[src/rtl/exc_entry_pkg.sv]
package exc_entry_pkg;

  localparam int NUM_EXC = 7;
  localparam int KIND_W  = $clog2(NUM_EXC);
  localparam int MODE_W  = 5;
  localparam int OFS_W   = 5;
  localparam int I_POS   = 7;
  localparam int F_POS   = 6;

  // Enumeration value equals priority rank, 0 is most urgent
  typedef enum logic [KIND_W-1:0] {
    K_RESET = 3'd0,
    K_DABT  = 3'd1,
    K_FIQ   = 3'd2,
    K_IRQ   = 3'd3,
    K_PABT  = 3'd4,
    K_UNDEF = 3'd5,
    K_SWI   = 3'd6
  } exc_kind_e;

  localparam logic [MODE_W-1:0] MODE_FIQ = 5'h11;
  localparam logic [MODE_W-1:0] MODE_IRQ = 5'h12;
  localparam logic [MODE_W-1:0] MODE_SVC = 5'h13;
  localparam logic [MODE_W-1:0] MODE_ABT = 5'h17;
  localparam logic [MODE_W-1:0] MODE_UND = 5'h1B;

  function automatic logic [MODE_W-1:0] kind_mode(exc_kind_e k);
    case (k)
      K_FIQ:          return MODE_FIQ;
      K_IRQ:          return MODE_IRQ;
      K_DABT, K_PABT: return MODE_ABT;
      K_UNDEF:        return MODE_UND;
      default:        return MODE_SVC;
    endcase
  endfunction

  function automatic logic [OFS_W-1:0] kind_offset(exc_kind_e k);
    case (k)
      K_RESET: return 5'h00;
      K_UNDEF: return 5'h04;
      K_SWI:   return 5'h08;
      K_PABT:  return 5'h0C;
      K_DABT:  return 5'h10;
      K_IRQ:   return 5'h18;
      default: return 5'h1C;
    endcase
  endfunction

  function automatic logic kind_sets_f(exc_kind_e k);
    return (k == K_RESET) || (k == K_FIQ);
  endfunction

  function automatic logic kind_saves(exc_kind_e k);
    return k != K_RESET;
  endfunction

endpackage

[src/rtl/exc_req_gate.sv]
module exc_req_gate
  import exc_entry_pkg::*;
#(
  parameter int DW = 32
) (
  input  logic               req_reset,
  input  logic               req_dabt,
  input  logic               req_fiq,
  input  logic               req_irq,
  input  logic               req_pabt,
  input  logic               req_undef,
  input  logic               req_swi,
  input  logic [DW-1:0]      sr_in,
  output logic [NUM_EXC-1:0] ranked
);

  logic irq_block;
  logic fiq_block;

  assign irq_block = sr_in[I_POS];
  assign fiq_block = sr_in[F_POS];

  always_comb begin
    ranked          = '0;
    ranked[K_RESET] = req_reset;
    ranked[K_DABT]  = req_dabt;
    ranked[K_FIQ]   = req_fiq & ~fiq_block;
    ranked[K_IRQ]   = req_irq & ~irq_block;
    ranked[K_PABT]  = req_pabt;
    ranked[K_UNDEF] = req_undef;
    ranked[K_SWI]   = req_swi;
  end

endmodule

[src/rtl/exc_prio_pick.sv]
module exc_prio_pick #(
  parameter int N  = 7,
  parameter int IW = $clog2(N)
) (
  input  logic [N-1:0]  req,
  output logic [N-1:0]  grant,
  output logic [IW-1:0] idx,
  output logic          any
);

  logic [N-1:0] above;

  genvar g;
  generate
    for (g = 0; g < N; g++) begin : g_chain
      if (g == 0) begin : g_top
        assign above[g] = 1'b0;
      end else begin : g_rest
        assign above[g] = above[g-1] | req[g-1];
      end
      assign grant[g] = req[g] & ~above[g];
    end
  endgenerate

  always_comb begin
    idx = '0;
    for (int i = 0; i < N; i++) begin
      if (grant[i]) idx = idx | IW'(i);
    end
  end

  assign any = |req;

endmodule

[src/rtl/exc_frame_build.sv]
module exc_frame_build
  import exc_entry_pkg::*;
#(
  parameter int          DW       = 32,
  parameter logic [DW-1:0] VEC_BASE = '0
) (
  input  exc_kind_e         kind,
  input  logic [DW-1:0]     pc_in,
  input  logic [DW-1:0]     sr_in,
  output logic [MODE_W-1:0] mode,
  output logic [DW-1:0]     vec,
  output logic [DW-1:0]     sr_next,
  output logic [DW-1:0]     link,
  output logic              saves
);

  localparam logic [DW-1:0] LINK_STEP = DW'(4);

  function automatic logic [DW-1:0] build_sr(logic [DW-1:0] cur, exc_kind_e k);
    logic [DW-1:0] s;
    s              = cur;
    s[MODE_W-1:0]  = kind_mode(k);
    s[I_POS]       = 1'b1;
    if (kind_sets_f(k)) s[F_POS] = 1'b1;
    return s;
  endfunction

  assign mode    = kind_mode(kind);
  assign vec     = VEC_BASE + {{(DW-OFS_W){1'b0}}, kind_offset(kind)};
  assign sr_next = build_sr(sr_in, kind);
  assign link    = pc_in + LINK_STEP;
  assign saves   = kind_saves(kind);

endmodule

[src/rtl/exc_entry_ctrl.sv]
module exc_entry_ctrl
  import exc_entry_pkg::*;
#(
  parameter int            DW       = 32,
  parameter logic [DW-1:0] VEC_BASE = '0
) (
  input  logic              clk,
  input  logic              rst_n,
  input  logic              entry_en,
  input  logic              req_reset,
  input  logic              req_dabt,
  input  logic              req_fiq,
  input  logic              req_irq,
  input  logic              req_pabt,
  input  logic              req_undef,
  input  logic              req_swi,
  input  logic [DW-1:0]     pc_in,
  input  logic [DW-1:0]     sr_in,
  output logic              redirect,
  output logic [DW-1:0]     vector_addr,
  output logic [MODE_W-1:0] mode_out,
  output logic              sr_we,
  output logic [DW-1:0]     sr_new,
  output logic              spsr_we,
  output logic [DW-1:0]     spsr_data,
  output logic              lr_we,
  output logic [DW-1:0]     lr_data
);

  // Named internal events, observed by the bound checker
  logic [NUM_EXC-1:0] ranked_req;
  logic [NUM_EXC-1:0] grant_vec;
  logic [KIND_W-1:0]  win_idx;
  logic               win_any;
  logic               take;
  exc_kind_e          win_kind;

  logic [MODE_W-1:0]  f_mode;
  logic [DW-1:0]      f_vec;
  logic [DW-1:0]      f_sr;
  logic [DW-1:0]      f_link;
  logic               f_saves;

  exc_req_gate #(.DW(DW)) u_gate (
    .req_reset (req_reset),
    .req_dabt  (req_dabt),
    .req_fiq   (req_fiq),
    .req_irq   (req_irq),
    .req_pabt  (req_pabt),
    .req_undef (req_undef),
    .req_swi   (req_swi),
    .sr_in     (sr_in),
    .ranked    (ranked_req)
  );

  exc_prio_pick #(.N(NUM_EXC), .IW(KIND_W)) u_pick (
    .req   (ranked_req),
    .grant (grant_vec),
    .idx   (win_idx),
    .any   (win_any)
  );

  assign win_kind = exc_kind_e'(win_idx);
  assign take     = entry_en & win_any;

  exc_frame_build #(.DW(DW), .VEC_BASE(VEC_BASE)) u_frame (
    .kind    (win_kind),
    .pc_in   (pc_in),
    .sr_in   (sr_in),
    .mode    (f_mode),
    .vec     (f_vec),
    .sr_next (f_sr),
    .link    (f_link),
    .saves   (f_saves)
  );

  always_ff @(posedge clk or negedge rst_n) begin
    if (!rst_n) begin
      redirect    <= 1'b0;
      vector_addr <= '0;
      mode_out    <= '0;
      sr_we       <= 1'b0;
      sr_new      <= '0;
      spsr_we     <= 1'b0;
      spsr_data   <= '0;
      lr_we       <= 1'b0;
      lr_data     <= '0;
    end else if (take) begin
      redirect    <= 1'b1;
      vector_addr <= f_vec;
      mode_out    <= f_mode;
      sr_we       <= 1'b1;
      sr_new      <= f_sr;
      spsr_we     <= f_saves;
      spsr_data   <= f_saves ? sr_in : '0;
      lr_we       <= f_saves;
      lr_data     <= f_saves ? f_link : '0;
    end else begin
      redirect    <= 1'b0;
      vector_addr <= '0;
      mode_out    <= '0;
      sr_we       <= 1'b0;
      sr_new      <= '0;
      spsr_we     <= 1'b0;
      spsr_data   <= '0;
      lr_we       <= 1'b0;
      lr_data     <= '0;
    end
  end

endmodule

[config.mk]
export PLATFORM = sky130hd
export DESIGN_NAME = exc_entry_ctrl
export DESIGN_NICKNAME = d
export VERILOG_FILES = /design/src/rtl/exc_entry_pkg.sv /design/src/rtl/exc_req_gate.sv /design/src/rtl/exc_prio_pick.sv /design/src/rtl/exc_frame_build.sv /design/src/rtl/exc_entry_ctrl.sv
export SDC_FILE = /design/constraint.sdc
export NUM_CORES = 1
export LEC_CHECK = 0
export ABC_CLOCK_PERIOD_IN_PS = 900
export BUFFER_PORTS_ARGS = -buffer_cell sky130_fd_sc_hd__clkbuf_2
export CORE_MARGIN = 2
export CORE_UTILIZATION = 45
export CTS_CLUSTER_SIZE = 16
export DETAILED_ROUTE_END_ITERATION = 16
export PLACE_DENSITY_LB_ADDON = 0.25
export SYNTH_ARGS = -nofsm -noshare
export SYNTH_HDL_FRONTEND = slang
export SYNTH_SLANG_ARGS = --single-unit
export TNS_END_PERCENT = 10
[constraint.sdc]
create_clock -name clk -period 0.9 [get_ports clk]
set_clock_uncertainty 0.2 [all_clocks]
set_input_delay 0.045 -clock clk [delete_from_list [all_inputs] [get_ports clk]]
set_output_delay 0.045 -clock clk [all_outputs]
set_load 0.005 [all_outputs]
==> results.py <==
metrics = {
    "layout": {
        "layout-drive-gt1-share_pct": 50.8,
        "num-nets-final": 739,
        "layout_commonest_cell": "clkbuf_2",
        "final_cells": 780,
        "final_cell_area_sq_mm": 0.00673,
        "antennaDiodeCount": 0,
        "final_cell_mix": "clkbuf_2 (166), dfrtp_1 (99), buf_4 (69), and2_1 (57), dlygate4sd3_1 (35)",
        "utilization_pct": 73.5,
        "area_growth_pct": 60.5,
    },
    "global_route": {
        "antenna_found_initial": 0,
        "first_global_vias": 3817,
        "grt_max_degree": 34,
        "grt_first_pass_wirelength_um": 18100,
        "grt_overflow": 0,
        "grt_usage_pct": 22.8,
    },
    "synth": {
        "yosys.area_share.simple_pct": 21.7,
        "synthMuxAreaShare_pct": 0,
        "synthFlopType": "dfrtp_1",
        "synth.area.top_cells": "dfrtp_1 (59%), and2_1 (9.3%), buf_4 (6.8%), a21oi_1 (2.5%), nand3_1 (2.0%)",
        "synth_largest_area_cell": "dfrtp_1",
        "synth_adder_area_share_pct": 0.299,
        "synth_compound_area_share_pct": 7.70,
        "ys_types": 43,
        "netlist.area_leader.share_pct": 59.1,
        "syn_avg_cell_area_sq_um": 11.1,
        "synth_edf_count": 0,
        "syn_area_sq_mm": 0.00419,
        "synthXorXnorAreaFrac_pct": 2.09,
        "yosysSeqAreaShare_pct": 59.1,
        "ys_async_sr_fraction_pct": 100,
        "yosys_warnings": 0,
        "syn_inst": 376,
        "synth-seq-cells": 99,
        "synth_top_family_by_area": "simple AND/OR/NAND/NOR gates",
    },
    "status": {
        "violations": "hold timing, setup timing",
        "status": "finished with violations",
    },
    "power": {
        "p_total_mw": 9.12,
        "power_switching_mw": 2.57,
        "seqPwrFrac_pct": 51.7,
        "ir_drop_mv": 0.680,
        "leakagePower_nw": 3.44,
        "powerDensity_mw_per_mm2": 1350,
        "combPwrFrac_pct": 17.4,
        "power.share.clock_pct": 30.9,
        "p_int_mw": 6.55,
        "switching_share_pct": 28.2,
    },
    "critical_path": {
        "slowest_stage": "or4_4",
        "path_cells": "buf_6 > nand3_4 > or4_4 > or4b_4 > a21oi_2",
        "crit_fanout": 5,
        "crit_arrival_ps": 1470,
        "critPathMaxStageDelay_ps": 600,
        "cp-end-kind": "register",
        "crit_type": "in -> reg",
        "cp.required_ps": 980,
        "critPathLaunchType": "input port",
    },
    "routing": {
        "drt_pass1_iterations": 4,
        "routed_wl_um": 12300,
        "first_iter_violations": 121,
        "ant_nets": 0,
        "via_count": 3867,
        "drc": 0,
        "wire_per_inst_um": 15.8,
        "vias_per_cell": 4.96,
    },
    "placed_design": {
        "dp_cells": 716,
        "gp_congestion": 0.841,
        "dpl-instance-area_sq_mm": 0.00565,
        "portBuffers": 181,
        "place_ws_ps": -878,
        "hpwlAfterDp_um": 8030,
    },
    "floorplanning": {
        "die_area_sq_mm": 0.0101,
        "rows": 35,
        "ios": 211,
        "core-area_sq_mm": 0.00915,
        "start_util_pct": 45.8,
        "dieWidth_um": 101,
        "fp.dieH_um": 101,
    },
    "clocking": {
        "cts_tree": "done",
        "cts_root_buf": "clkbuf_8",
        "clk_path_buf_depth": 2,
        "cts_sinks": 99,
        "cts_buffers": 9,
        "postCtsHoldBufs": 37,
        "path_clk_slew_ps": 110,
        "htreeDepth": 3,
    },
    "sta": {
        "hold_viol": 44,
        "slew_viol_final": 0,
        "hold_ws_ps": -254,
        "worst_slack_ps": -490,
        "setup-violations-final": 197,
        "fmax_mhz": 719,
        "grt_setup_unrepaired": "true",
        "fin_crit_sh_pct": 154,
        "fin_tns_setup_ps": -33120,
        "final.min_clock_period_ps": 1390,
    },
    "run": {
        "cap_violations": 0,
    },
    "hold_path": {
        "min-delay-path-class": "in -> reg",
    },
}
==> state kept, by name, summed over array words and instances (netlist names) <==
signal	count
lr_data	32
spsr_data	32
sr_new	31
vector_addr	3
lr_we	1
==> Yosys cell counts, types with 7 or more instances <==
cell      instances
nor2_1           15
nand2_1          12
nand4_1           7
o31ai_1           9
clkbuf_1         15
dfrtp_1          99
nand3_1          17
xor2_1            8
or4_1            11
buf_4            38
a21oi_1          21
and2_1           62
==> layout make-up <==
type                            count  area (sq um)
Fill cell                         605          2420
Tap cell                          111           139
Clock buffer                        9           124
Multi-Input combinational cell    246          1790
Sequential cell                    99          2480
Timing Repair Buffer              303          2110
Inverter                            5          23.8
Clock inverter                      7          71.3
==> routing by layer <==
| metal | up-vias | part of all wire, % | GRT usage (%) |
|---|---|---|---|
| li1 | 1797 | - | - |
| met1 | 1874 | 39 | 26.6 |
| met2 | 178 | 54 | 43.0 |
| met3 | 18 | 5.4 | 3.81 |
| met4 | 0 | 1.6 | 6.32 |
| met5 | - | 0 | 0 |
==> worst max-delay path: cells and delay by family <==
kind                   cells  cell delay [ps]
and+or+nand+nor            3             1200
AOI/OAI and AO/OA          1              140
buffers and inverters      1               80
==> power groups by stage <==
stage               clock (mW)  combinational (mW)  sequential [mW]
floorplan                    0               0.494             4.82
global placement             0                1.23             4.79
detailed placement           0                1.25             4.80
CTS                       2.89                1.47             4.71
global route              3.04                1.72             4.73
finish                    2.82                1.58             4.71
==> path summary, 6_finish.rpt <==
kind | startpoint | endpoint | slack, ps | cells past startpoint
max in group asynchronous | rst_n | sr_new[15] | 180 | 3
max | pc_in[2] | lr_data[31] | -490 | 5
min | pc_in[2] | lr_data[2] | -250 | 3
min in group asynchronous | rst_n | sr_new[21] | -130 | 2
==> logic make-up after synthesis <==
logic type,after synthesis
compound gates,52
simple gates,153
fa+ha+maj,1
flops,99
buf+inv,60
other cells,1
xor+xnor,10
==> what timing repair did <==
action | in CTS | in global routing
buffers inserted | 6 | 3
endpoints found under the setup margin | 199 | 203
pin swaps | 16 | 22
cloned | 1 | 2
hold endpoints to repair | 194 | 43
resized for setup | 46 | 64
Power figures use the tool's default switching activity.
